**config.mk**
```make
export PLATFORM = sky130hd
export DESIGN_NAME = duty_search
export DESIGN_NICKNAME = d
export VERILOG_FILES = /design/src/rtl/duty_pkg.sv /design/src/rtl/duty_div.sv /design/src/rtl/duty_cmp.sv /design/src/rtl/duty_search.sv
export SDC_FILE = /design/constraint.sdc
export NUM_CORES = 2
export LEC_CHECK = 0
export ABC_AREA = 0
export BUFFER_PORTS_ARGS = -buffer_cell sky130_fd_sc_hd__buf_4
export CORE_MARGIN = 2
export CORE_UTILIZATION = 63
export DETAILED_ROUTE_END_ITERATION = 6
export GPL_ROUTABILITY_DRIVEN = 1
export PLACE_DENSITY = 0.83
export RECOVER_POWER = 100
export SLEW_MARGIN = 20
export SYNTH_ARGS = -nofsm -noshare
export SYNTH_HDL_FRONTEND = slang
export SYNTH_SLANG_ARGS = --single-unit
```
**constraint.sdc**
```tcl
create_clock -name clk_i -period 6.4 [get_ports clk_i]
set_input_delay 1.28 -clock clk_i [delete_from_list [all_inputs] [get_ports clk_i]]
set_output_delay 1.28 -clock clk_i [all_outputs]
set_load 0.05 [all_outputs]
```
**src/rtl/duty_pkg.sv**
```systemverilog
package duty_pkg;
  parameter int unsigned FREQ_W   = 32;
  parameter int unsigned CNT_W    = 8;
  parameter int unsigned DUR_IN_W = 16;
  localparam int unsigned PROD_W    = FREQ_W + CNT_W;
  localparam int unsigned MAX_TOTAL = (1 << CNT_W) - 1;

  typedef enum logic [2:0] {
    S_IDLE, S_ON_GO, S_ON_WAIT, S_ACH_GO, S_ACH_WAIT, S_CMP, S_DONE
  } state_e;
endpackage

```
**src/rtl/duty_div.sv**
```systemverilog
// Restoring divider, one quotient bit per cycle.
module duty_div #(
  parameter int unsigned DW = 40,
  parameter int unsigned VW = 32
) (
  input  logic          clk_i,
  input  logic          rst_ni,
  input  logic          start_i,
  input  logic [DW-1:0] dividend_i,
  input  logic [VW-1:0] divisor_i,
  output logic          done_o,
  output logic [DW-1:0] quot_o
);
  localparam int unsigned CW = $clog2(DW + 1);

  logic [DW-1:0] q_q;
  logic [VW-1:0] rem_q, div_q;
  logic [CW-1:0] cnt_q;
  logic          run_q;
  logic [VW:0]   rem_sh, diff;
  logic          ge;

  assign rem_sh = {rem_q, q_q[DW-1]};
  assign diff   = rem_sh - {1'b0, div_q};
  assign ge     = rem_sh >= {1'b0, div_q};

  always_ff @(posedge clk_i or negedge rst_ni) begin
    if (!rst_ni) begin
      q_q <= '0; rem_q <= '0; div_q <= '0; cnt_q <= '0;
      run_q <= 1'b0; done_o <= 1'b0;
    end else if (start_i) begin
      q_q <= dividend_i; rem_q <= '0; div_q <= divisor_i;
      cnt_q <= CW'(DW); run_q <= 1'b1; done_o <= 1'b0;
    end else if (run_q) begin
      rem_q <= ge ? diff[VW-1:0] : rem_sh[VW-1:0];
      q_q   <= {q_q[DW-2:0], ge};
      cnt_q <= cnt_q - 1'b1;
      if (cnt_q == CW'(1)) begin
        run_q  <= 1'b0;
        done_o <= 1'b1;
      end
    end else begin
      done_o <= 1'b0;
    end
  end

  assign quot_o = q_q;
endmodule

```
**src/rtl/duty_cmp.sv**
```systemverilog
// Candidate wins when its distance to target is no worse than the best.
module duty_cmp #(
  parameter int unsigned W = 32
) (
  input  logic [W-1:0] cand_i,
  input  logic [W-1:0] best_i,
  input  logic [W-1:0] target_i,
  output logic         take_o
);
  logic [W-1:0] cand_d, best_d;

  always_comb begin
    cand_d = (cand_i >= target_i) ? cand_i - target_i : target_i - cand_i;
    best_d = (best_i >= target_i) ? best_i - target_i : target_i - best_i;
    take_o = cand_d <= best_d;
  end
endmodule

```
**src/rtl/duty_search.sv**
```systemverilog
module duty_search
  import duty_pkg::*;
(
  input  logic                clk_i,
  input  logic                rst_ni,
  input  logic                start_i,
  input  logic [FREQ_W-1:0]   target_i,
  input  logic [FREQ_W-1:0]   stock_i,
  input  logic [DUR_IN_W-1:0] max_dur_i,
  output logic                busy_o,
  output logic                done_o,
  output logic [CNT_W-1:0]    on_o,
  output logic [CNT_W-1:0]    off_o,
  output logic [FREQ_W-1:0]   freq_o,
  output logic                disable_mod_o,
  output logic                err_o
);
  state_e              state_q;
  logic [FREQ_W-1:0]   target_q, stock_q, cand_f_q, best_f_q;
  logic [CNT_W-1:0]    idx_q, cand_on_q, cand_off_q, best_on_q, best_off_q;
  logic                err_q;
  logic [CNT_W-1:0]    max_cl;
  logic                div_start, div_done, take;
  logic [PROD_W-1:0]   dividend, quot;
  logic [FREQ_W-1:0]   divisor;

  assign max_cl = (max_dur_i > DUR_IN_W'(MAX_TOTAL)) ? CNT_W'(MAX_TOTAL)
                                                      : max_dur_i[CNT_W-1:0];

  assign div_start = (state_q == S_ON_GO) || (state_q == S_ACH_GO);
  assign dividend  = (state_q == S_ON_GO) ? PROD_W'(target_q) * PROD_W'(idx_q)
                                          : PROD_W'(stock_q) * PROD_W'(cand_on_q);
  assign divisor   = (state_q == S_ON_GO) ? stock_q : FREQ_W'(idx_q);

  duty_div #(.DW(PROD_W), .VW(FREQ_W)) u_div (
    .clk_i, .rst_ni, .start_i(div_start), .dividend_i(dividend),
    .divisor_i(divisor), .done_o(div_done), .quot_o(quot)
  );

  duty_cmp #(.W(FREQ_W)) u_cmp (
    .cand_i(cand_f_q), .best_i(best_f_q), .target_i(target_q), .take_o(take)
  );

  always_ff @(posedge clk_i or negedge rst_ni) begin
    if (!rst_ni) begin
      state_q <= S_IDLE;
      target_q <= '0; stock_q <= '0; cand_f_q <= '0; best_f_q <= '0;
      idx_q <= '0; cand_on_q <= '0; cand_off_q <= '0;
      best_on_q <= '0; best_off_q <= '0; err_q <= 1'b0;
      done_o <= 1'b0; on_o <= '0; off_o <= '0; freq_o <= '0;
      disable_mod_o <= 1'b0; err_o <= 1'b0;
    end else begin
      done_o <= 1'b0;
      unique case (state_q)
        S_IDLE: if (start_i) begin
          target_q   <= target_i;
          stock_q    <= stock_i;
          idx_q      <= max_cl;
          best_f_q   <= stock_i;
          best_on_q  <= CNT_W'(1);
          best_off_q <= '0;
          err_q      <= (stock_i == '0);
          state_q    <= (stock_i == '0 || max_cl == '0) ? S_DONE : S_ON_GO;
        end
        S_ON_GO:  state_q <= S_ON_WAIT;
        S_ON_WAIT: if (div_done) begin
          cand_on_q  <= quot[CNT_W-1:0];
          cand_off_q <= idx_q - quot[CNT_W-1:0];
          state_q    <= S_ACH_GO;
        end
        S_ACH_GO: state_q <= S_ACH_WAIT;
        S_ACH_WAIT: if (div_done) begin
          cand_f_q <= quot[FREQ_W-1:0];
          state_q  <= S_CMP;
        end
        S_CMP: begin
          if (take) begin
            best_f_q   <= cand_f_q;
            best_on_q  <= cand_on_q;
            best_off_q <= cand_off_q;
          end
          idx_q   <= idx_q - 1'b1;
          state_q <= (idx_q == CNT_W'(1)) ? S_DONE : S_ON_GO;
        end
        S_DONE: begin
          on_o          <= best_on_q;
          off_o         <= best_off_q;
          freq_o        <= best_f_q;
          disable_mod_o <= (best_f_q == stock_q);
          err_o         <= err_q;
          done_o        <= 1'b1;
          state_q       <= S_IDLE;
        end
        default: state_q <= S_IDLE;
      endcase
    end
  end

  assign busy_o = (state_q != S_IDLE);
endmodule

```
==> out/results.ini <==
[cells_and_area]
multi_input_area_sq_mm = 0.0282
fin_cells = 5575
fill_cells = 4995
nets = 5474
area_growth_pct = 8.93
final-seq-area_sq_mm = 0.00840
finalInstanceArea_sq_mm = 0.0431
drive_above_1_share_pct = 9.00

[logic_synthesis]
yosysWarnings = 0
syn_area_sq_mm = 0.0395
ys_seq_elements = 335
synth_cell_types = 81
synthFlopType = dfrtp_1
syn_area_per_cell_sq_um = 8.55
synth_nets = 5392
synthArstFlopShare_pct = 100
yosysSeqAreaShare_pct = 21.2
synth_edf_count = 0
synthCells = 4622

[hold_path]
hold_end = freq_o[4]$_DFFE_PN0P_
whs_path_depth = 2
min_path_type = flip-flop to flip-flop
hp-start = freq_o[4]$_DFFE_PN0P_

[timing]
slew_headroom_pct = -152
fin_crit_sh_pct = 96.7
tightest_slew_ns = 3.78
finClkSkew_ns = 0.0359
max_freq_ghz = 0.162
rsz0062_at_grt = false
hold_viol_final = 0
setup_viol = 0
slew_viol_final = 723
setup_tns_ns = 0
timing.final.crit_period_ns = 6.19

[detailed_routing]
first_pass_iters = 7
routedWlPerCell_microns = 25.7
ant_nets = 0
postRouteWirelength_microns = 143000
drt_iter0_markers = 3980
num_vias = 35900
viasPerCell = 6.44
drc = 1

[worst_setup_path]
r2r_start = state_q[1]$_DFFE_PN0P_
worstSetupPathType = flip-flop to flip-flop
cp.arrival_ns = 6.62
cp_max_fo = 57
reg2reg_slack_ns = 0.21
reg2reg_to = target_q[31]$_DFFE_PN0P_
critPathCaptureType = flip-flop
ff2ff_path_depth = 5
cp-start-kind = flip-flop
critPathRequiredTime_ns = 6.83

[global_route]
overflow = 0
grt_pass1_wl_microns = 216000
grt_pass1_vias = 35300
grt_usage_pct = 45.0
grt_max_degree = 151
antenna_found_initial = 16

[outcome]
outcome = finished with violations
failed_checks = DRC, capacitance limit, slew limit

[placement]
dp.cells = 5494
io_buffers = 134
dpl_cell_area_sq_mm = 0.0419
place.gp.congestion = 1.08
dp.final_hpwl_microns = 114000

[run]
drv_cap = 10

[die]
die_y_microns = 255
initial_utilization_pct = 64.0
num_io_pins = 135
die_x_microns = 255
dieArea_sq_mm = 0.0648
rows = 91
core_sq_mm = 0.0618

[clocking]
numCtsBuffers = 41
cts_tree = yes
cts-root-buf = clkbuf_16
htreeDepth = 2
cts.reportedPaths.clkPinSlew_ns = 0.06
cts_hold_buf = 0
insertion_delay_ns = 0.60
cts_sinks = 335
cts_max_path_buffers = 3

## cell type report
type / instances / area share, %
multi-input cells: 3518 / 65.6
flip-flops and latches: 335 / 19.5
repair buffers: 303 / 4.85
inverters: 505 / 4.40
clock buffers: 52 / 2.64
well taps: 837 / 2.43
clock inverters: 20 / 0.578
diodes: 5 / 0.0291
## cells in the mapped netlist, drive strengths merged, types with 48 or more instances
library cell	number	area, sq um
a21o	148	1110
a21oi	272	1370
and2	377	2360
buf	48	261
clkbuf	216	811
dfrtp	335	8380
fa	366	7330
ha	321	4020
inv	503	1890
mux2i	72	721
nand2	497	1870
nand3	66	330
nor2	200	753
nor3	53	265
o21ai	367	1840
xnor2	114	998
xor2	63	552
## stage by stage
step,hold slack [ns],utilization [%],worst slack [ns]
after global placement,0.459,67.8,0.335
final,0.475,69.7,0.209
after global routing,0.494,69.6,0.0224
after CTS,0.481,70.0,0.209
after floorplan,0.442,-,0.800
after detailed placement,0.467,67.8,0.292
## layout by cell type, fill, tap and decap left out, drive strengths merged, types with 46 or more instances in the layout
cell and count:
a21o 148, mux2i 72, nand2 497, a21oi 272
fa 366, nor3 53, xor2 63, a31oi 46
ha 321, inv 508, buf 235, and2 377
dfrtp 335, nor2 200, o21ai 367, nand3 66
xnor2 114, clkbuf 120
## repair_timing
| action | in CTS | in global routing |
|---|---|---|
| buffers inserted | 0 | 3 |
| resized for setup | 0 | 15 |
| setup endpoints to repair | 0 | 52 |
## per-layer routing
| layer | track usage (%) | vias up | part of all wire, % |
|---|---|---|---|
| li1 | - | 15700 | - |
| met1 | 60.5 | 17500 | 38 |
| met2 | 65.4 | 2229 | 42 |
| met3 | 12.7 | 516 | 13 |
| met4 | 25.5 | 16 | 6.8 |
| met5 | 0 | - | 0.073 |
## logic make-up after synthesis
| kind of cell | synth area share [%] |
|---|---|
| adders and majority gates | 28.7 |
| muxes | 2.80 |
| AOI/OAI and AO/OA | 18.5 |
| buffers and inverters | 7.51 |
| xor gates and xnor gates | 3.92 |
| DFF | 21.2 |
| and+or+nand+nor | 17.4 |
## critical path, cell delays in order (launching register included)
cell,delay [ns]
dfrtp_1,0.78
clkbuf_1,0.94
nor2_1,0.51
and2_0,2.56
nand2_1,0.84
o21ai_0,0.29
## worst max path at each step
stage	from	endpoint	slack (ns)	cells after the start
2_1_floorplan	target_q[1]$_DFFE_PN0P_	best_off_q[4]$_DFFE_PN0P_	0.80	25
3_3_place_gp	cand_on_q[3]$_DFFE_PN0P_	u_div.quot_o[23]$_DFFE_PN0P_	0.34	19
3_5_place_dp	cand_on_q[3]$_DFFE_PN0P_	u_div.quot_o[23]$_DFFE_PN0P_	0.29	19
4_1_cts	cand_on_q[3]$_DFFE_PN0P_	u_div.quot_o[23]$_DFFE_PN0P_	0.21	19
5_1_grt	cand_on_q[5]$_DFFE_PN0P_	u_div.quot_o[39]$_DFFE_PN0P_	0.02	19
6_report	state_q[1]$_DFFE_PN0P_	target_q[31]$_DFFE_PN0P_	0.21	5
## sequential cells by signal, indices dropped and copies added, names as in the netlist, 32 cells and up
signal	cells
u_div.div_q	32
target_q	32
best_f_q	32
u_div.quot_o	40
cand_f_q	32
freq_o	32
u_div.rem_q	32
stock_q	32
Power is not shown: default switching activity piles up to over one toggle a cycle in this logic, so the estimate is an artifact.
